$ cat config.mk
export PLATFORM = sky130hd
export DESIGN_NAME = uart_tx_lc
export DESIGN_NICKNAME = d
export VERILOG_FILES = /design/src/rtl/uart_tx_pkg.sv /design/src/rtl/uart_tx_fifo.sv /design/src/rtl/uart_tx_parity.sv /design/src/rtl/uart_tx_shifter.sv /design/src/rtl/uart_tx_lc.sv
export SDC_FILE = /design/constraint.sdc
export NUM_CORES = 1
export LEC_CHECK = 0
export ABC_CLOCK_PERIOD_IN_PS = 9270
export BUFFER_PORTS_ARGS = -buffer_cell sky130_fd_sc_hd__buf_2
export CAP_MARGIN = 20
export CORE_MARGIN = 4
export CORE_UTILIZATION = 55
export DETAILED_ROUTE_END_ITERATION = 8
export MAX_ROUTING_LAYER = met4
export PLACE_DENSITY = 0.8
export SYNTH_ARGS = -nofsm -noshare
export SYNTH_HDL_FRONTEND = slang
export SYNTH_SLANG_ARGS = --single-unit
$ cat constraint.sdc
create_clock -name clk_i -period 9.27 [get_ports clk_i]
set_clock_uncertainty 0.1 [all_clocks]
set_input_delay 0.927 -clock clk_i [delete_from_list [all_inputs] [get_ports clk_i]]
set_output_delay 0.927 -clock clk_i [all_outputs]
set_load 0.1 [all_outputs]
$ cat src/rtl/uart_tx_pkg.sv
package uart_tx_pkg;
  localparam int unsigned DATA_W = 8;

  typedef enum logic [2:0] {
    ST_IDLE,
    ST_START,
    ST_DATA,
    ST_PAR,
    ST_STOP1,
    ST_STOP2,
    ST_BREAK
  } tx_state_e;

  typedef struct packed {
    logic [DATA_W-1:0] data;
    logic              par_on;
    logic              par_bit;
    logic              two_stop;
  } frame_t;
endpackage

$ cat src/rtl/uart_tx_fifo.sv
module uart_tx_fifo #(
  parameter int unsigned DATA_W = 8,
  parameter int unsigned DEPTH  = 16
) (
  input  logic              clk_i,
  input  logic              rst_ni,
  input  logic              push_i,
  input  logic [DATA_W-1:0] data_i,
  input  logic              pop_i,
  input  logic              single_i,
  output logic [DATA_W-1:0] data_o,
  output logic              empty_o,
  output logic              full_o,
  output logic              ovf_o
);
  localparam int unsigned PTR_W = (DEPTH > 1) ? $clog2(DEPTH) : 1;
  localparam int unsigned CNT_W = $clog2(DEPTH + 1);
  localparam logic [PTR_W-1:0] PTR_LAST = PTR_W'(DEPTH - 1);
  localparam logic [CNT_W-1:0] CNT_MAX  = CNT_W'(DEPTH);

  logic [DATA_W-1:0] mem_q [DEPTH];
  logic [PTR_W-1:0]  wr_ptr_q, rd_ptr_q;
  logic [CNT_W-1:0]  cnt_q;
  logic              do_push, do_pop;

  // single-character mode caps the occupancy at one entry
  assign full_o  = single_i ? (cnt_q != '0) : (cnt_q == CNT_MAX);
  assign empty_o = (cnt_q == '0);
  assign do_push = push_i && !full_o;
  assign do_pop  = pop_i && !empty_o;
  assign data_o  = mem_q[rd_ptr_q];

  always_ff @(posedge clk_i) begin
    if (do_push) mem_q[wr_ptr_q] <= data_i;
  end

  always_ff @(posedge clk_i or negedge rst_ni) begin
    if (!rst_ni) begin
      wr_ptr_q <= '0;
      rd_ptr_q <= '0;
      cnt_q    <= '0;
      ovf_o    <= 1'b0;
    end else begin
      if (do_push) wr_ptr_q <= (wr_ptr_q == PTR_LAST) ? '0 : wr_ptr_q + 1'b1;
      if (do_pop)  rd_ptr_q <= (rd_ptr_q == PTR_LAST) ? '0 : rd_ptr_q + 1'b1;
      if (do_push && !do_pop)      cnt_q <= cnt_q + 1'b1;
      else if (do_pop && !do_push) cnt_q <= cnt_q - 1'b1;
      if (push_i && full_o) ovf_o <= 1'b1;
    end
  end
endmodule

$ cat src/rtl/uart_tx_parity.sv
module uart_tx_parity #(
  parameter int unsigned DATA_W = 8
) (
  input  logic [DATA_W-1:0] data_i,
  input  logic              par_en_i,
  input  logic              even_sel_i,
  input  logic              stick_i,
  input  logic              nine_bit_i,
  input  logic              addr_flag_i,
  output logic              par_on_o,
  output logic              par_bit_o
);
  always_comb begin
    par_on_o  = par_en_i;
    par_bit_o = 1'b0;
    if (nine_bit_i) begin
      par_on_o  = 1'b1;
      par_bit_o = addr_flag_i;
    end else if (stick_i) begin
      par_bit_o = !even_sel_i;
    end else begin
      par_bit_o = even_sel_i ? (^data_i) : !(^data_i);
    end
  end
endmodule

$ cat src/rtl/uart_tx_shifter.sv
module uart_tx_shifter
  import uart_tx_pkg::*;
#(
  parameter int unsigned TICKS_PER_BIT = 16
) (
  input  logic   clk_i,
  input  logic   rst_ni,
  input  logic   tick_i,
  input  logic   brk_i,
  input  logic   avail_i,
  input  frame_t frame_i,
  output logic   pop_o,
  output logic   tx_o,
  output logic   busy_o,
  output logic   brk_o
);
  localparam int unsigned TCW   = (TICKS_PER_BIT > 1) ? $clog2(TICKS_PER_BIT) : 1;
  localparam int unsigned IDX_W = $clog2(DATA_W);
  localparam logic [TCW-1:0]   TICK_LAST = TCW'(TICKS_PER_BIT - 1);
  localparam logic [IDX_W-1:0] IDX_LAST  = IDX_W'(DATA_W - 1);

  tx_state_e        state_q;
  frame_t           frame_q;
  logic [TCW-1:0]   tick_cnt_q;
  logic [IDX_W-1:0] idx_q;
  logic             bit_done;

  assign bit_done = tick_i && (tick_cnt_q == TICK_LAST);
  // break has priority over a waiting character at the frame boundary
  assign pop_o    = (state_q == ST_IDLE) && !brk_i && avail_i;
  assign busy_o   = (state_q != ST_IDLE) && (state_q != ST_BREAK);
  assign brk_o    = (state_q == ST_BREAK);

  always_ff @(posedge clk_i or negedge rst_ni) begin
    if (!rst_ni) begin
      state_q    <= ST_IDLE;
      frame_q    <= '0;
      tick_cnt_q <= '0;
      idx_q      <= '0;
    end else begin
      if (busy_o && tick_i) tick_cnt_q <= bit_done ? '0 : tick_cnt_q + 1'b1;
      unique case (state_q)
        ST_IDLE: begin
          tick_cnt_q <= '0;
          idx_q      <= '0;
          if (brk_i) state_q <= ST_BREAK;
          else if (avail_i) begin
            frame_q <= frame_i;
            state_q <= ST_START;
          end
        end
        ST_BREAK: if (!brk_i) state_q <= ST_IDLE;
        ST_START: if (bit_done) state_q <= ST_DATA;
        ST_DATA: begin
          if (bit_done) begin
            if (idx_q == IDX_LAST) state_q <= frame_q.par_on ? ST_PAR : ST_STOP1;
            else idx_q <= idx_q + 1'b1;
          end
        end
        ST_PAR:   if (bit_done) state_q <= ST_STOP1;
        ST_STOP1: if (bit_done) state_q <= frame_q.two_stop ? ST_STOP2 : ST_IDLE;
        ST_STOP2: if (bit_done) state_q <= ST_IDLE;
        default:  state_q <= ST_IDLE;
      endcase
    end
  end

  always_comb begin
    unique case (state_q)
      ST_START, ST_BREAK: tx_o = 1'b0;
      ST_DATA:            tx_o = frame_q.data[idx_q];
      ST_PAR:             tx_o = frame_q.par_bit;
      default:            tx_o = 1'b1;
    endcase
  end
endmodule

$ cat src/rtl/uart_tx_lc.sv
module uart_tx_lc
  import uart_tx_pkg::*;
#(
  parameter int unsigned FIFO_DEPTH    = 16,
  parameter int unsigned TICKS_PER_BIT = 16
) (
  input  logic              clk_i,
  input  logic              rst_ni,
  input  logic              wr_en_i,
  input  logic [DATA_W-1:0] wr_data_i,
  output logic              full_o,
  output logic              overflow_o,
  input  logic              fifo_en_i,
  input  logic              two_stop_i,
  input  logic              par_en_i,
  input  logic              even_sel_i,
  input  logic              stick_i,
  input  logic              nine_bit_i,
  input  logic              addr_flag_i,
  input  logic              break_i,
  input  logic              baud_tick_i,
  output logic              tx_o
);
  logic [DATA_W-1:0] fifo_q;
  logic              fifo_empty, fifo_pop;
  logic              par_on, par_bit;
  logic              line_busy, brk_active;
  frame_t            next_frame;

  uart_tx_fifo #(.DATA_W(DATA_W), .DEPTH(FIFO_DEPTH)) u_fifo (
    .clk_i    (clk_i),
    .rst_ni   (rst_ni),
    .push_i   (wr_en_i),
    .data_i   (wr_data_i),
    .pop_i    (fifo_pop),
    .single_i (!fifo_en_i),
    .data_o   (fifo_q),
    .empty_o  (fifo_empty),
    .full_o   (full_o),
    .ovf_o    (overflow_o)
  );

  uart_tx_parity #(.DATA_W(DATA_W)) u_parity (
    .data_i      (fifo_q),
    .par_en_i    (par_en_i),
    .even_sel_i  (even_sel_i),
    .stick_i     (stick_i),
    .nine_bit_i  (nine_bit_i),
    .addr_flag_i (addr_flag_i),
    .par_on_o    (par_on),
    .par_bit_o   (par_bit)
  );

  // frame options are captured when the character leaves the buffer
  assign next_frame = '{data: fifo_q, par_on: par_on, par_bit: par_bit, two_stop: two_stop_i};

  uart_tx_shifter #(.TICKS_PER_BIT(TICKS_PER_BIT)) u_shift (
    .clk_i   (clk_i),
    .rst_ni  (rst_ni),
    .tick_i  (baud_tick_i),
    .brk_i   (break_i),
    .avail_i (!fifo_empty),
    .frame_i (next_frame),
    .pop_o   (fifo_pop),
    .tx_o    (tx_o),
    .busy_o  (line_busy),
    .brk_o   (brk_active)
  );
endmodule

==> metrics.md, run 1 <==
| Metric | Value |
|---|---|
| Status | completed |
| Max Used Layer | met4 |
| Port bufs | 22 |
| Met1 Routed Length | 5580 um |
| Mean Syn Cell Area | 16.2 sq um |
| Slew @ Worst Pin | 1.05 ns |
| Sequential share of the synthesized area | 0.668 |
| H-tree Lvls | 4 |
| Crit-path most repeated cell | ha_1 |
| Clock Latency Late Sink | 0.42 ns |
| Post-route cell area | 7870 sq um |
| Mux contribution to synthesized area | 0.142 |
| Post-CTS sizing | 0 |
| Setup TNS | 0 ns |
| RSZ-0062 raised after global routing | false |
| Die Width | 121 um |
| CTS Buffer Depth | 2 |
| Fraction of layout cells with a size suffix above 1 | 0.192 |
| Die ar. | 14,700 sq um |
| Placer Congestion | 0.959 |
| Vias | 3,911 |
| P&R area growth vs syn | 11.4% |
| Chip height | 121 um |
| FP Rows | 41 |
| Core Region | 12,600 sq um |
| Crit path max-delay cell type | nor4_2 |
| Dominant synthesized flop cell | edfxtp_1 |
| DRT antenna net count | 0 |
| Routed wire per std cell | 20.7 um |
| Synth Area in Compound Gates | 0.0643 |
| CTS tree | built |
| Final slew viol count | 0 |
| Ys async rst share | 0.215 |
| Synthesis Warnings | 0 |
| Synth Instances | 437 |
| P_leak | 2.82 nW |
| Clk sinks | 163 |
| Largest net degree at the start of global routing | 41 |
| Synth area leader | edfxtp_1 |
| # nets final | 499 |
| Post-synth EDFFs | 128 |
| GRT Total Usage | 0.207 |
| Initial Util | 0.560 |
| Drt via density | 6.02 |
| CP Max Fanout | 18 |
| # Post-CTS Setup Buffers | 0 |
| Inserted Diodes | 0 |
| DP Area | 7330 sq um |
| Multi-input logic area | 2180 sq um |
| Initial antenna violation count | 0 |
| Met3 WL | 801 um |
| Drt first-iter violations | 467 |
| Hold_ws | 0.358 ns |
| Max rail drop VDD | 0.157 mV |
| Max_cap viols | 0 |
| DRC violations left | 0 |
| WL final | 13,500 um |
| #FFs+latches synth | 163 |
| Hold path cells | 1 |
| GR Overflow Total | 0 |
| R2R cell count | 11 |
| Final Core Density | 0.624 |
| Simple-gate share of the synthesized area | 0.0602 |
| Root Driver | clkbuf_16 |
| Vias in the first global route | 4,081 |
| Fill cells | 887 |
| Critical Path RT | 9.46 ns |
| DP HPWL | 8730 um |
| Post-Synth XOR/XNOR Area | 0.0181 |
| HP Class | reg2reg |
| Main combinational cell family by area after synthesis | multiplexers |
| Crit path DAT | 4.38 ns |
| Count leader, synth | edfxtp_1 |
| Tcrit/Tclk final | 0.451 |
| WS Path Type | reg2reg |
| Synth top area share | 0.544 |
| First-pass GRT wire length | 21,800 um |
| Ports | 23 |
| Crit. End Element | flip-flop |
| Critical path, cell by cell | or2_2 > nor4_2 > clkinv_1 > ha_1 > inv_1 > ha_1 > a21o_1 > a21oi_1 > xnor2_1 > nor2_1 > xor2_1 |
| Worst-path clk slew | 0.06 ns |
| Net Count, Synth | 470 |
| Synth top area cells | edfxtp_1, dfrtp_1, mux4_2, mux4_1, ha_1 |
| CP max stage delay | 0.79 ns |
| Met2 WL post-DR | 6770 um |
| Finish-stage setup viols | 0 |
| Hold-fix buffers, CTS | 0 |
| CP Launch Type | flip-flop |
| Num CTS Buffers | 17 |
| Synth cell count leaders | edfxtp_1, dfrtp_1, nor2_1 |
| Minimum clock period | 4.18 ns |
| Achievable Freq | 239 MHz |
| Distinct cells, synth | 50 |
| Slew headroom | 0.292 |
| Total power | 2.46 mW |
| Adder-cell area share of the yosys netlist | 0.0241 |
| Mapped Area | 7070 sq um |
| Drt pass-1 iters | 5 |
| Power per cell area | 312 nW/um^2 |
| Register area | 4720 sq um |
| Fin. Hold Viols | 0 |
-- critical path, delay by kind of cell, from the launching register on --
family | cells | cell delay [ns]
simple gates | 3 | 1.24
xor+xnor | 2 | 0.28
flops | 1 | 0.53
fa+ha+maj | 2 | 0.74
compound gates | 2 | 0.37
buf+inv | 2 | 0.80
-- routing by layer --
layer | up-vias | global-route usage
met2 | 131 | 0.327
met1 | 1977 | 0.255
li1 | 1767 | -
met3 | 36 | 0.0578
met5 | - | -
met4 | 0 | 0.0812
-- kinds of logic after synthesis --
family	Yosys count
and+or+nand+nor	91
buffers and inverters	32
DFF	163
adders and majority gates	13
AOI/OAI and AO/OA	69
xor gates and xnor gates	13
muxes	56
-- path summary, 6_finish.rpt --
| path | start | endpoint | slack [ns] |
|---|---|---|---|
| worst min-delay path | u_fifo.ovf_o$_DFFE_PN0P_ | u_fifo.ovf_o$_DFFE_PN0P_ | 0.36 |
| worst min register to register | u_fifo.ovf_o$_DFFE_PN0P_ | u_fifo.ovf_o$_DFFE_PN0P_ | 0.36 |
| min in group asynchronous | rst_ni | u_shift.tick_cnt_q[2]$_DFFE_PN0P_ | 0.49 |
| max in group asynchronous | rst_ni | u_fifo.wr_ptr_q[3]$_DFFE_PN0P_ | 8.08 |
| worst max-delay path | u_shift.state_q[1]$_DFFE_PN0P_ | u_fifo.cnt_q[4]$_DFFE_PN0P_ | 5.09 |
| worst max register to register | u_shift.state_q[1]$_DFFE_PN0P_ | u_fifo.cnt_q[4]$_DFFE_PN0P_ | 5.09 |
-- report_power, final --
part | switching [mW] | internal [mW] | total [mW]
sequential | 0.0833 | 0.885 | 0.968
clock | 0.271 | 0.367 | 0.638
combinational | 0.475 | 0.379 | 0.854
-- cell type report --
cell class | count | area share
repair buffers | 29 | 0.0207
flip-flops and latches | 163 | 0.600
inverters | 13 | 0.00620
clock buffers | 18 | 0.0545
clock inverters | 13 | 0.0140
well taps | 172 | 0.0273
multi-input cells | 242 | 0.278
-- per-stage QoR --
step           setup WS [ns]  std cells
2_1_floorplan           4.90        437
3_3_place_gp            5.01        619
3_5_place_dp            4.87        619
4_1_cts                 5.14        650
5_1_grt                 4.78        650
6_report                5.09        650
-- state kept, by name, indices dropped and copies added, names as in the netlist --
name,cells
u_fifo.cnt_q,5
u_fifo.mem_q,128
u_fifo.ovf_o,1
u_fifo.rd_ptr_q,4
u_fifo.wr_ptr_q,4
u_shift.frame_q,11
u_shift.idx_q,3
u_shift.state_q,3
u_shift.tick_cnt_q,4
-- placed cells by master (no fill, tap or decap), types with 2 or more instances in the layout --
cell          n
mux2_2       11
o22ai_1       2
nand2_1      25
clkinv_1      3
or4_1         2
a21oi_1      16
a31oi_1       2
o21ai_0      22
nor2_1       27
inv_1        12
nand3_1       5
clkinvlp_4    3
buf_4         7
or2_2         2
nor2b_1       9
inv_6         3
nand2b_1      5
a21o_1        6
o221ai_1      3
a221oi_1      2
mux4_2       17
nor3_1        9
mux4_1       13
clkbuf_16    17
a221oi_2      2
buf_2        22
edfxtp_1    128
ha_1         12
a22o_1        6
xor2_1        4
o21ai_1       2
xnor2_1       8
mux2_1        2
clkinv_2      3
nand4_1       2
mux2i_1      13
dfrtp_1      35
Note: power is estimated with default switching activity, not from simulation.
==> run 2: changes to the inputs <==
ABC_CLOCK_PERIOD_IN_PS = 4200   (was 9270)
clock period = 4.2 ns   (was 9.27 ns; I/O delays follow)
==> metrics.md, run 2 (synthesis gave the netlist of run 1 again) <==
| Metric | Value |
|---|---|
| WS Path Type | reg2reg |
| Chip height | 121 um (unchanged) |
| Worst setup path startpoint | u_fifo.rd_ptr_q[0]$_DFFE_PN0P_ |
| Drt via density | 6.07 (+0.91%) |
| Crit path max-delay cell type | dfrtp_1 |
| Power per cell area | 705 nW/um^2 (+130%) |
| Root Driver | clkbuf_16 |
| Worst-path clk slew | 0.07 ns (about the same) |
| Biggest regs | u_fifo.mem_q (128), u_shift.frame_q (11), u_fifo.cnt_q (5) |
| Post-CTS sizing | 0 (unchanged) |
| Clk sinks | 163 (unchanged) |
| P&R area growth vs syn | 13.1% |
| P_leak | 2.88 nW (+2.1%) |
| Setup TNS | 0 ns (unchanged) |
| DP HPWL | 9110 um (+4.4%) |
| Core Region | 12,600 sq um (unchanged) |
| Worst path bufs/invs | 1 (-1) |
| Die ar. | 14,700 sq um (unchanged) |
| Leading cell types in the layout, fill and taps excluded | edfxtp_1, dfrtp_1, nor2_1 |
| Crit path DAT | 3.89 ns (-0.49 ns) |
| Total power | 5.64 mW (+130%) |
| First-pass GRT wire length | 22,500 um (+2.8%) |
| DRT antenna net count | 0 (unchanged) |
| CP Launch Type | flip-flop |
| Crit. End Element | flip-flop |
| Drt pass-1 iters | 5 (unchanged) |
| Fin. Hold Viols | 0 (unchanged) |
| Slew headroom | 0.375 (+0.0829) |
| Minimum clock period | 3.62 ns (-0.558 ns) |
| GRT Total Usage | 0.214 (+0.00728) |
| Critical path, cell by cell | buf_4 > mux4_1 > nor2b_1 > a221oi_1 > xnor2_1 > xnor3_1 > or4_1 > nand3_1 |
| Critical hold path startpoint | two_stop_i |
| Status | completed |
| Num CTS Buffers | 17 (unchanged) |
| WL final | 14,000 um (+3.7%) |
| Initial antenna violation count | 0 (unchanged) |
| Multi-input logic area | 2190 sq um (+0.17%) |
| Die Width | 121 um (unchanged) |
| Final slew viol count | 0 (unchanged) |
| Fraction of layout cells with a size suffix above 1 | 0.210 (+0.0178) |
| CTS tree | built |
| Max reg flops | 128 (unchanged) |
| Finish-stage setup viols | 0 (unchanged) |
| GR Overflow Total | 0 (unchanged) |
| RSZ-0062 raised after global routing | false |
| CTS Buffer Depth | 2 (unchanged) |
| Vias | 3,989 (+2.0%) |
| Max rail drop VDD | 0.448 mV (+190%) |
| Drt first-iter violations | 455 (-2.6%) |
| CP Max Fanout | 15 (-3) |
| Fill cells | 885 (-0.23%) |
| Register area | 4720 sq um (unchanged) |
| Achievable Freq | 276 MHz (+15%) |
| Biggest register | u_fifo.mem_q |
| Port bufs | 22 (unchanged) |
| Inserted Diodes | 0 (unchanged) |
| FP Rows | 41 (unchanged) |
| Placer Congestion | 0.842 (-12%) |
| DRC violations left | 0 (unchanged) |
| Tcrit/Tclk final | 0.863 (+0.412) |
| Critical Path RT | 4.47 ns (-4.99 ns) |
| H-tree Lvls | 4 (unchanged) |
| Max_cap viols | 0 (unchanged) |
| Vias in the first global route | 4,136 (+1.3%) |
| FF-to-FF Start | u_fifo.rd_ptr_q[0]$_DFFE_PN0P_ |
| # Post-CTS Setup Buffers | 0 (unchanged) |
| Most common cell after layout, fill and taps aside | edfxtp_1 |
| HP Class | in2reg |
| # nets final | 505 (+1.2%) |
| Family with the most delay on the worst path | flip-flops |
| Largest net degree at the start of global routing | 36 (-12%) |
| Ports | 23 (unchanged) |
| CP max stage delay | 0.92 ns (+0.13 ns) |
| Clock Latency Late Sink | 0.43 ns (about the same) |
| Routed wire per std cell | 21.3 um (+2.6%) |
| Initial Util | 0.560 (unchanged) |
| Slew @ Worst Pin | 0.934 ns (-0.119 ns) |
## run 2: what timing repair did
item | in CTS | in global routing
hold endpoints to repair | 35 | 0
setup endpoints to repair | 0 | 0
hold buffers | 1 | 0
## run 2: final cells by class
type	count	area share
Tap cell	172	0.0269
Sequential cell	163	0.590
Timing Repair Buffer	35	0.0263
Inverter	13	0.00610
Multi-Input combinational cell	242	0.274
Clock buffer	17	0.0532
Clock inverter	15	0.0233
## run 2: final timing paths
kind | to | slack, ns | cells past startpoint
setup reg to reg | u_shift.frame_q[1]$_DFFE_PN0P_ | 0.58 | 8
max in group asynchronous | u_shift.frame_q[3]$_DFFE_PN0P_ | 2.98 | 2
hold / removal | u_shift.frame_q[0]$_DFFE_PN0P_ | 0.08 | 3
setup / recovery | u_shift.frame_q[1]$_DFFE_PN0P_ | 0.58 | 8
min in group asynchronous | u_fifo.wr_ptr_q[0]$_DFFE_PN0P_ | 0.51 | 2
hold reg to reg | u_fifo.ovf_o$_DFFE_PN0P_ | 0.36 | 1
## run 2: stage by stage
step | cell area [sq um] | hold WS [ns] | worst slack [ns] | utilization | cells
2_1_floorplan | 7070 | 0.0244 | 0.500 | - | 437
3_3_place_gp | 7370 | 0.335 | 0.707 | 0.584 | 624
3_5_place_dp | 7370 | 0.347 | 0.607 | 0.584 | 624
4_1_cts | 7990 | 0.0677 | 0.564 | 0.633 | 657
5_1_grt | 7990 | 0.0856 | 0.395 | 0.633 | 657
6_report | 7990 | 0.0794 | 0.576 | 0.633 | 657
## run 2: where the power goes
part / switching [mW] / leakage [nW] / internal (mW)
clock: 0.692 / 0.288 / 0.903
sequential: 0.273 / 1.59 / 1.95
combinational: 0.958 / 1.00 / 0.862
## run 2: layer usage
layer / wire (um) / track usage / up-vias / part of all wire
li1: - / - / 1771 / -
met1: 5790 / 0.277 / 2041 / 0.41
met2: 6920 / 0.322 / 147 / 0.50
met3: 911 / 0.0587 / 30 / 0.065
met4: 348 / 0.0903 / 0 / 0.025
met5: 0 / - / - / 0
## run 2: worst register-to-register path: stages (launching register included)
cell      delay [ns]
dfrtp_1         0.92
buf_4           0.34
mux4_1          0.58
nor2b_1         0.15
a221oi_1        0.34
xnor2_1         0.20
xnor3_1         0.37
or4_1           0.48
nand3_1         0.09
==> run 3: changes to the inputs <==
CORE_UTILIZATION = 31   (was 55)
PLACE_DENSITY = 0.54   (was 0.8)
==> metrics.md, run 3 (synthesis gave the netlist of run 1 again) <==
| Metric | Value |
|---|---|
| DRT antenna net count | 0 (unchanged) |
| DP HPWL | 9570 um (+5.0%) |
| Most common cell after layout, fill and taps aside | edfxtp_1 |
| Crit path max-delay cell type | or4_1 |
| Post-route insts no fill | 768 (+17%) |
| CP Max Fanout | 11 (-4) |
| CTS tree | built |
| Ports | 23 (unchanged) |
| Placed cell count | 735 (+18%) |
| Worst path bufs/invs | 2 (+1) |
| Family with the most delay on the worst path | simple AND/OR/NAND/NOR gates |
| Die ar. | 25,300 sq um (+72%) |
| P_leak | 2.87 nW (-0.15%) |
| Minimum clock period | 3.27 ns (-0.354 ns) |
| PnR worst setup slack | 0.930 ns (+0.354 ns) |
| CTS Buffer Depth | 2 (unchanged) |
| Largest net degree at the start of global routing | 36 (unchanged) |
| Vias in the first global route | 3,889 (-6.0%) |
| Chip height | 159 um (+31%) |
| Fin. Hold Viols | 5 (+5) |
| Clock Latency Late Sink | 0.42 ns (about the same) |
| Power per cell area | 675 nW/um^2 (-4.4%) |
| Worst-path clk slew | 0.07 ns (about the same) |
| Vias | 3,785 (-5.1%) |
| Fraction of layout cells with a size suffix above 1 | 0.214 (+0.00324) |
| DRC violations left | 0 (unchanged) |
| Crit path DAT | 3.48 ns (-0.41 ns) |
| Root Driver | clkbuf_16 |
| Setup TNS | 0 ns (unchanged) |
| Setup WS pre-CTS | 0.901 ns (+0.294 ns) |
| Port bufs | 22 (unchanged) |
| Total power | 5.46 mW (-3.1%) |
| First-pass GRT wire length | 22,500 um (+0.12%) |
| Status | finished with violations |
| Biggest register | u_fifo.mem_q |
| Max rail drop VDD | 0.272 mV (-39%) |
| Critical Path RT | 4.41 ns (-0.06 ns) |
| Drt pass-1 iters | 4 (-1) |
| Drt via density | 4.93 (-19%) |
| Slew headroom | 0.395 (+0.0198) |
| # nets final | 507 (+0.40%) |
| Achievable Freq | 306 MHz (+11%) |
| Routed wire per std cell | 18.4 um (-14%) |
| Critical path, cell by cell | or4_1 > nor2_1 > a21oi_2 > nor2b_1 > buf_4 > ha_1 > inv_1 > ha_1 > a21o_1 > a21oi_1 > xnor2_1 > nor2_1 > xor2_1 |
| H-tree Lvls | 4 (unchanged) |
| Multi-input logic area | 2190 sq um (unchanged) |
| Failing checks | hold timing |
| Placer Congestion | 0.757 (-10%) |
| Register area | 4720 sq um (about the same) |
| Crit. End Element | flip-flop |
| Post-CTS sizing | 0 (unchanged) |
| Die Width | 159 um (+31%) |
| Fill cells | 2,045 (+130%) |
| WL final | 14,100 um (+0.92%) |
| Initial Util | 0.320 (-0.240) |
| Max reg flops | 128 (unchanged) |
| Max_cap viols | 0 (unchanged) |
| Biggest regs | u_fifo.mem_q (128), u_shift.frame_q (11), u_fifo.cnt_q (5) |
| RSZ-0062 raised after global routing | false |
| Drt first-iter violations | 263 (-42%) |
| Hold_ws | -0.0153 ns (-0.0947 ns) |
| R2R cell count | 13 (+5) |
| CP max stage delay | 0.57 ns (-0.35 ns) |
| # Post-CTS Setup Buffers | 0 (unchanged) |
| Clk sinks | 163 (unchanged) |
| Finish-stage setup viols | 0 (unchanged) |
| WS Path Type | reg2reg |
| CP Launch Type | flip-flop |
| Core Region | 22,100 sq um (+75%) |
| Slew @ Worst Pin | 0.905 ns (-0.0296 ns) |
| P&R area growth vs syn | 14.6% |
| HP Class | in2async |
| Leading cell types in the layout, fill and taps excluded | edfxtp_1, dfrtp_1, nor2_1 |
| Tcrit/Tclk final | 0.778 (-0.0843) |
| FP Rows | 54 (+32%) |
| Num CTS Buffers | 17 (unchanged) |
| GRT Total Usage | 0.119 (-0.0951) |
| Final Core Density | 0.367 (-0.267) |
| Hold-fix buffers, CTS | 0 (-1) |
| Initial antenna violation count | 1 (+1) |
| Final slew viol count | 0 (unchanged) |
| WP depth | 13 (+5) |
| GR Overflow Total | 0 (unchanged) |
## run 3: power breakdown
part	leakage (nW)	total (mW)	switching, mW	internal (mW)
registers	1.58	2.17	0.216	1.95
logic	1.02	1.85	0.990	0.862
clock network	0.268	1.44	0.668	0.774
total	2.87	5.46	1.87	3.59
## run 3: layer usage
| metal | GRT usage | routed length, um | part of all wire | vias to the layer above |
|---|---|---|---|---|
| li1 | - | - | - | 1791 |
| met1 | 0.151 | 6480 | 0.46 | 1938 |
| met2 | 0.190 | 6940 | 0.49 | 47 |
| met3 | 0.0311 | 556 | 0.039 | 9 |
| met4 | 0.0339 | 116 | 0.0082 | 0 |
| met5 | - | 0 | 0 | - |
## run 3: worst register-to-register path, cell delays in order, from the launching register on
cell and delay [ns]:
dfrtp_1 0.41, or4_1 0.57, nor2_1 0.28, a21oi_2 0.10
nor2b_1 0.12, buf_4 0.17, ha_1 0.23, inv_1 0.11
ha_1 0.33, a21o_1 0.19, a21oi_1 0.19, xnor2_1 0.15
nor2_1 0.07, xor2_1 0.14
## run 3: worst paths after layout
check / startpoint / to / slack [ns]
worst max-delay path: u_fifo.cnt_q[1]$_DFFE_PN0P_ / u_fifo.cnt_q[4]$_DFFE_PN0P_ / 0.93
worst min-delay path: rst_ni / u_shift.tick_cnt_q[0]$_DFFE_PN0P_ / -0.02
worst max register to register: u_fifo.cnt_q[1]$_DFFE_PN0P_ / u_fifo.cnt_q[4]$_DFFE_PN0P_ / 0.93
worst min register to register: u_fifo.cnt_q[4]$_DFFE_PN0P_ / u_fifo.cnt_q[4]$_DFFE_PN0P_ / 0.38
max in group asynchronous: rst_ni / u_fifo.rd_ptr_q[1]$_DFFE_PN0P_ / 3.43
min in group clk_i: two_stop_i / u_shift.frame_q[0]$_DFFE_PN0P_ / 0.10
## run 3: layout make-up
class	instances	area share
clock buffer	17	0.0525
sequential	163	0.583
tap	280	0.0433
clock inverter	15	0.0156
multi-input combinational	242	0.270
inverter	13	0.00603
antenna	1	0.000309
timing repair buffer	37	0.0290
## run 3: metrics by stage
stage | instance area [sq um] | hold WS, ns
after detailed placement | 7540 | 0.374
after floorplan | 7070 | 0.0244
after CTS | 8100 | 0.0131
final | 8100 | -0.0153
after global routing | 8100 | 0.0556
after global placement | 7540 | 0.360
